**src/rtl/drt_pkg.sv**
```systemverilog
package drt_pkg;
  typedef enum logic [1:0] {
    ADR_CTRL = 2'd0,
    ADR_ON   = 2'd1,
    ADR_HIGH = 2'd2,
    ADR_LOW  = 2'd3
  } drt_addr_e;

  localparam int CTRL_W      = 4;
  localparam int BIT_RUN     = 0;
  localparam int BIT_FAST    = 1;
  localparam int BIT_NODIV   = 2;
  localparam int BIT_CLKOUT  = 3;
endpackage

```
**src/rtl/drt_prescale.sv**
```systemverilog
module drt_prescale #(
  parameter int DIV = 10,
  localparam int PW = (DIV > 1) ? $clog2(DIV) : 1
) (
  input  logic          clk,
  input  logic          rst_n,
  input  logic          clr,
  input  logic          tick,
  input  logic          bypass,
  output logic          en_o,
  output logic [PW-1:0] pre_o
);
  localparam logic [PW-1:0] LAST = PW'(DIV - 1);

  function automatic logic [PW-1:0] pre_next(input logic [PW-1:0] v);
    return (v == LAST) ? '0 : v + 1'b1;
  endfunction

  logic [PW-1:0] pre_q;

  always_ff @(posedge clk or negedge rst_n) begin
    if (!rst_n)      pre_q <= '0;
    else if (clr)    pre_q <= '0;
    else if (tick)   pre_q <= pre_next(pre_q);
  end

  assign en_o  = tick && (bypass || (pre_q == LAST));
  assign pre_o = pre_q;
endmodule

```
**src/rtl/drt_phase_gen.sv**
```systemverilog
module drt_phase_gen #(
  parameter int W = 16
) (
  input  logic         clk,
  input  logic         rst_n,
  input  logic         run,
  input  logic         start,
  input  logic         tick,
  input  logic         fast_tick,
  input  logic         clkout_mode,
  input  logic [W-1:0] hi_rld,
  input  logic [W-1:0] lo_rld,
  output logic [W-1:0] cnt_o,
  output logic         high_o,
  output logic         toggle_o,
  output logic         pwm_o
);
  logic [W-1:0] cnt_q;
  logic         high_q;
  logic         tgl_q;

  function automatic logic [W-1:0] reload_for(input logic leaving_high,
                                               input logic [W-1:0] hi,
                                               input logic [W-1:0] lo);
    return leaving_high ? lo : hi;
  endfunction

  always_ff @(posedge clk or negedge rst_n) begin
    if (!rst_n) begin
      cnt_q  <= '0;
      high_q <= 1'b0;
    end else if (!run) begin
      cnt_q  <= '0;
      high_q <= 1'b0;
    end else if (start) begin
      cnt_q  <= hi_rld;
      high_q <= 1'b1;
    end else if (tick) begin
      if (cnt_q == '0) begin
        cnt_q  <= reload_for(high_q, hi_rld, lo_rld);
        high_q <= !high_q;
      end else begin
        cnt_q <= cnt_q - 1'b1;
      end
    end
  end

  // divide-by-2 of the fast enable, held clear outside the high phase
  always_ff @(posedge clk or negedge rst_n) begin
    if (!rst_n)                 tgl_q <= 1'b0;
    else if (!run || !high_q)   tgl_q <= 1'b0;
    else if (fast_tick)         tgl_q <= !tgl_q;
  end

  assign cnt_o    = cnt_q;
  assign high_o   = high_q;
  assign toggle_o = tgl_q;
  assign pwm_o    = high_q && (clkout_mode ? tgl_q : 1'b1);
endmodule

```
**src/rtl/drt_on_counter.sv**
```systemverilog
module drt_on_counter #(
  parameter int W = 16
) (
  input  logic         clk,
  input  logic         rst_n,
  input  logic         run,
  input  logic         start,
  input  logic         en,
  input  logic [W-1:0] rld,
  output logic [W-1:0] cnt_o,
  output logic         expire_o
);
  logic [W-1:0] cnt_q;
  logic         exp_q;

  always_ff @(posedge clk or negedge rst_n) begin
    if (!rst_n) begin
      cnt_q <= '0;
      exp_q <= 1'b0;
    end else if (!run) begin
      cnt_q <= '0;
      exp_q <= 1'b0;
    end else if (start) begin
      cnt_q <= rld;
      exp_q <= 1'b0;
    end else if (en) begin
      exp_q <= (cnt_q == '0);
      cnt_q <= (cnt_q == '0) ? rld : cnt_q - 1'b1;
    end else begin
      exp_q <= 1'b0;
    end
  end

  assign cnt_o    = cnt_q;
  assign expire_o = exp_q;
endmodule

```
**src/rtl/dual_reload_timer.sv**
```systemverilog
module dual_reload_timer #(
  parameter int DATA_W = 16,
  parameter int ON_DIV = 10,
  localparam int PW = (ON_DIV > 1) ? $clog2(ON_DIV) : 1
) (
  input  logic              clk,
  input  logic              rst_n,
  input  logic              fast_tick,
  input  logic              lp_tick,
  input  logic              reg_wr,
  input  logic [1:0]        reg_addr,
  input  logic [DATA_W-1:0] reg_wdata,
  output logic [DATA_W-1:0] reg_rdata,
  output logic              pwm_out,
  output logic              on_expire
);
  import drt_pkg::*;

  logic [CTRL_W-1:0] ctrl_q;
  logic [DATA_W-1:0] on_rld_q, hi_rld_q, lo_rld_q;
  logic              started_q;

  // named internal events
  logic              run, start_evt, sel_tick, on_en;
  logic [DATA_W-1:0] ph_cnt, on_cnt;
  logic              ph_high, ph_toggle;
  logic [PW-1:0]     pre_val;

  always_ff @(posedge clk or negedge rst_n) begin
    if (!rst_n) begin
      ctrl_q   <= '0;
      on_rld_q <= '0;
      hi_rld_q <= '0;
      lo_rld_q <= '0;
    end else if (reg_wr) begin
      unique case (drt_addr_e'(reg_addr))
        ADR_CTRL: ctrl_q   <= reg_wdata[CTRL_W-1:0];
        ADR_ON:   on_rld_q <= reg_wdata;
        ADR_HIGH: hi_rld_q <= reg_wdata;
        ADR_LOW:  lo_rld_q <= reg_wdata;
        default:  ;
      endcase
    end
  end

  always_ff @(posedge clk or negedge rst_n) begin
    if (!rst_n) started_q <= 1'b0;
    else        started_q <= run;
  end

  assign run       = ctrl_q[BIT_RUN];
  assign start_evt = run && !started_q;
  assign sel_tick  = ctrl_q[BIT_FAST] ? fast_tick : lp_tick;

  drt_prescale #(.DIV(ON_DIV)) u_pre (
    .clk    (clk),
    .rst_n  (rst_n),
    .clr    (!run),
    .tick   (sel_tick),
    .bypass (ctrl_q[BIT_NODIV]),
    .en_o   (on_en),
    .pre_o  (pre_val)
  );

  drt_phase_gen #(.W(DATA_W)) u_phase (
    .clk         (clk),
    .rst_n       (rst_n),
    .run         (run),
    .start       (start_evt),
    .tick        (sel_tick),
    .fast_tick   (fast_tick),
    .clkout_mode (ctrl_q[BIT_CLKOUT]),
    .hi_rld      (hi_rld_q),
    .lo_rld      (lo_rld_q),
    .cnt_o       (ph_cnt),
    .high_o      (ph_high),
    .toggle_o    (ph_toggle),
    .pwm_o       (pwm_out)
  );

  drt_on_counter #(.W(DATA_W)) u_on (
    .clk      (clk),
    .rst_n    (rst_n),
    .run      (run),
    .start    (start_evt),
    .en       (on_en),
    .rld      (on_rld_q),
    .cnt_o    (on_cnt),
    .expire_o (on_expire)
  );

  always_comb begin
    unique case (drt_addr_e'(reg_addr))
      ADR_CTRL: reg_rdata = {{(DATA_W-CTRL_W){1'b0}}, ctrl_q};
      ADR_ON:   reg_rdata = on_cnt;
      default:  reg_rdata = ph_cnt;
    endcase
  end
endmodule

```
**config.mk**
```make
export PLATFORM = sky130hd
export DESIGN_NAME = dual_reload_timer
export DESIGN_NICKNAME = d
export VERILOG_FILES = /design/src/rtl/drt_pkg.sv /design/src/rtl/drt_prescale.sv /design/src/rtl/drt_phase_gen.sv /design/src/rtl/drt_on_counter.sv /design/src/rtl/dual_reload_timer.sv
export SDC_FILE = /design/constraint.sdc
export NUM_CORES = 1
export LEC_CHECK = 0
export ABC_AREA = 1
export BUFFER_PORTS_ARGS = -buffer_cell sky130_fd_sc_hd__buf_4
export CAP_MARGIN = 20
export CORE_MARGIN = 4
export CORE_UTILIZATION = 40
export CTS_BUF_LIST = sky130_fd_sc_hd__clkbuf_16
export DETAILED_ROUTE_END_ITERATION = 10
export GPL_ROUTABILITY_DRIVEN = 0
export SYNTH_ARGS = -nofsm -noshare
export SYNTH_HDL_FRONTEND = slang
export SYNTH_SLANG_ARGS = --single-unit
```
**constraint.sdc**
```tcl
create_clock -name clk -period 2.1 [get_ports clk]
set_input_delay 0.525 -clock clk [delete_from_list [all_inputs] [get_ports clk]]
set_output_delay 0.525 -clock clk [all_outputs]
set_load 0.02 [all_outputs]
```
==> key figures <==
Worst setup path
  – CP Data Arrival Time: 1.38 ns
  – Kind of critical path: in -> out
  – Beginning of the critical path: reg_addr[1]
  – Crit end category: output port
  – Critical path startpoint category: primary input
  – Required time worst endpoint: 1.57 ns
  – FF-to-FF Start: u_on.cnt_o[0]$_DFFE_PN0P_
  – CP Max Fanout: 6
  – Reg2reg path depth: 10
  – R2r endpoint: u_on.cnt_o[7]$_DFFE_PN0P_
  – Crit path to: reg_rdata[2]
  – Reg-to-reg setup timing slack: 0.29 ns

Power and ir drop
  – Switching share of power: 46.83%
  – Sequential share of power: 31.7%
  – Leak: 3.279 nW
  – Clk pwr share: 18.9%
  – PwrDens: 1272 nW/um2
  – Worst vdd ir: 0.4928 mV
  – P_sw: 0.003776 W
  – Int Power: 0.004287 W
  – Combinational share of power: 49.4%

GRT
  – Initial antenna violation count: 0
  – Number of global-route vias before repair: 4974
  – Met1 Use GR: 28.55%
  – Gr busiest metal: met2
  – Largest net degree at the start of global routing: 42
  – GRT Total Usage: 20.07%
  – GR Util met2: 29.89%
  – First-pass GRT wire length: 25590 um
  – Met3 usage: 3.980%
  – GRT Residual Overflow: 0

Timing
  – Max Clk Rate: 524.5 MHz
  – Setup violators final: 0
  – Final min period: 1.907 ns
  – Skew final: 0.005665 ns
  – RSZ-0062 raised after global routing: false
  – Final Cycle Share: 90.79%
  – Worst slew pin tran: 0.4868 ns
  – Final Hold Fails: 0
  – Setup TNS: 0 ns
  – Rel. slew slack: 67.54%
  – Slew Limit Fails: 0

Yosys
  – Mux contribution to synthesized area: 0%
  – Seq/Total Area, Yosys: 41.40%
  – Synth top cells by count: nand2_1, inv_1, dfrtp_1
  – Synth Register Bits: 92
  – Synth warn: 0
  – Main combinational cell family by area after synthesis: simple AND/OR/NAND/NOR gates
  – Synth area leader: dfrtp_1
  – Compound-Gate Fraction of Synth Area: 14.74%
  – Synth Area in XOR/XNOR: 1.418%
  – Synth Instances: 779
  – Post-Synth Adder-Cell Area: 1.350%
  – Post-Syn Area per Cell: 7.138 um2
  – Simple logic cell fraction of the synthesized area: 29.43%
  – Count leader, synth: nand2_1
  – Leading post-synthesis cells by cell area: dfrtp_1, nand2_1, inv_1
  – Post-synthesis cell type count: 34
  – Post-synth top area share: 41.40%
  – Synth Cell Area: 5560 um2
  – Syn nets: 808
  – Post-synth EDFFs: 0
  – Async S/R FF share, synth: 100.0%
  – Most common flop cell mapped by yosys: dfrtp_1

Placement
  – Placed instance count: 985
  – Post-DP HPWL: 11700 um
  – Area post-placement: 6066 um2
  – Input/output buffers: 40

Floorplanning
  – DIE AREA: 15850 um2
  – DIE HEIGHT: 125.9 um
  – Initial Utilization: 41.33%
  – Core area: 13450 um2
  – FP Rows: 42
  – Die Width: 125.9 um
  – Ports: 41

Final layout
  – Share of cells above drive strength 1: 14.79%
  – # diodes: 0
  – Area Overhead vs Synth: 13.95%
  – Fin nets: 849
  – Non-Filler Instances: 1001
  – Fillers: 1415
  – Design Area, Final: 6336 um2

Clock tree
  – Clock Tree Buf Depth: 2
  – # resized after CTS: 0
  – Root Buffer: clkbuf_16
  – CTS buffer count: 9
  – Worst skew pair latency: 0.35 ns
  – CTS sink cnt: 92
  – H-tree Lvls: 3
  – CTS tree: built
  – Setup Buffers After CTS: 0
  – Clk slew on worst S/H paths: 0.07 ns
  – CTS Hold Bufs: 0

Routing
  – # DRC: 0
  – Final wirelength: 15450 um
  – First drt pass iteration count: 5
  – Via count: 5148
  – Iter 0 DRT Violations: 377
  – DRT antenna net count: 0
  – Vias per Instance: 5.143
  – DR WL/cell: 15.43 um

Flow run
  – Maxcap violations: 0

Worst hold path
  – Worst hold path type: in -> async

Run status
  – Status: completed
[cell type report]
| class | instances | area [um2] | share of cell area, % |
|---|---|---|---|
| Multi-Input combinational cell | 531 | 2610 | 41.19 |
| Inverter | 130 | 488.0 | 7.701 |
| Clock inverter | 7 | 45.04 | 0.7109 |
| Tap cell | 176 | 220.2 | 3.476 |
| Clock buffer | 9 | 225.2 | 3.555 |
| Timing Repair Buffer | 56 | 445.4 | 7.030 |
| Sequential cell | 92 | 2302 | 36.33 |
[stage by stage]
step / total power [W] / utilization (%) / setup slack (ns) / hold WS, ns
finish: 0.008062 / 47.10 / 0.1935 / 0.1340
global route: 0.008737 / 47.10 / 0.1060 / 0.1689
CTS: 0.008061 / 47.10 / 0.1941 / 0.1418
detailed placement: 0.006510 / 45.09 / 0.1939 / 0.4680
global placement: 0.006441 / 45.09 / 0.2478 / 0.4622
floorplan: 0.005456 / - / 0.2552 / 0.2294
[state kept, by name (all words and copies together) (netlist names)]
register,count
ctrl_q,4
hi_rld_q,16
lo_rld_q,16
on_rld_q,16
started_q,1
u_on.cnt_o,16
u_on.expire_o,1
u_phase.cnt_o,16
u_phase.high_o,1
u_phase.toggle_o,1
u_pre.pre_o,4
[worst max-delay path, stage by stage]
cell,delay [ns]
buf_4,0.14
nor2_1,0.13
inv_1,0.08
buf_4,0.15
o21ai_0,0.18
buf_4,0.18
[worst min-delay path by stage]
stage / slack [ns] / start / end / cells past startpoint
final: 0.13 / rst_n / u_on.cnt_o[13]$_DFFE_PN0P_ / 1
after global routing: 0.17 / rst_n / u_on.cnt_o[9]$_DFFE_PN0P_ / 1
after CTS: 0.14 / rst_n / u_on.cnt_o[8]$_DFFE_PN0P_ / 1
after detailed placement: 0.47 / lo_rld_q[1]$_DFFE_PN0P_ / lo_rld_q[1]$_DFFE_PN0P_ / 2
after global placement: 0.46 / lo_rld_q[0]$_DFFE_PN0P_ / lo_rld_q[0]$_DFFE_PN0P_ / 2
after floorplan: 0.23 / rst_n / ctrl_q[0]$_DFFE_PN0P_ / 0
[power by group through the flow]
stage | logic [W] | registers, W | clock network (W)
floorplan | 0.00300 | 0.00246 | 0
global placement | 0.00388 | 0.00256 | 0
detailed placement | 0.00393 | 0.00258 | 0
CTS | 0.00396 | 0.00255 | 0.00156
global route | 0.00449 | 0.00261 | 0.00164
finish | 0.00398 | 0.00256 | 0.00152
[logic make-up after synthesis]
logic type	after synthesis
AND/OR/NAND/NOR	379
XOR/XNOR	9
buffers and inverters	156
adder cells (fa/ha/maj)	6
AO/OA/AOI/OAI	137
flip-flops	92
[routing by layer]
metal | vias to the layer above | wire, um | part of all wire [%]
li1 | 2562 | - | -
met1 | 2379 | 7199 | 47
met2 | 178 | 6839 | 44
met3 | 29 | 994 | 6.4
met4 | 0 | 413 | 2.7
met5 | - | 0 | 0
[layout by cell type, fill, tap and decap left out, drive strengths merged]
cell / synthesis / final
clkinv: 2 / 5
o21ai: 102 / 102
nor3: 2 / 2
o221ai: 3 / 3
nand2: 219 / 219
nor4: 1 / 1
inv: 128 / 131
nand3: 85 / 85
nand4: 3 / 3
dfrtp: 92 / 92
clkinvlp: 0 / 1
ha: 6 / 6
nor2: 67 / 67
a22oi: 3 / 3
clkbuf: 15 / 9
o22ai: 13 / 13
or2: 1 / 1
a31oi: 1 / 1
xor2: 6 / 6
a21oi: 15 / 15
xnor2: 3 / 3
buf: 11 / 56
and3: 1 / 1
No activity file was read; power rests on OpenSTA's default activity.
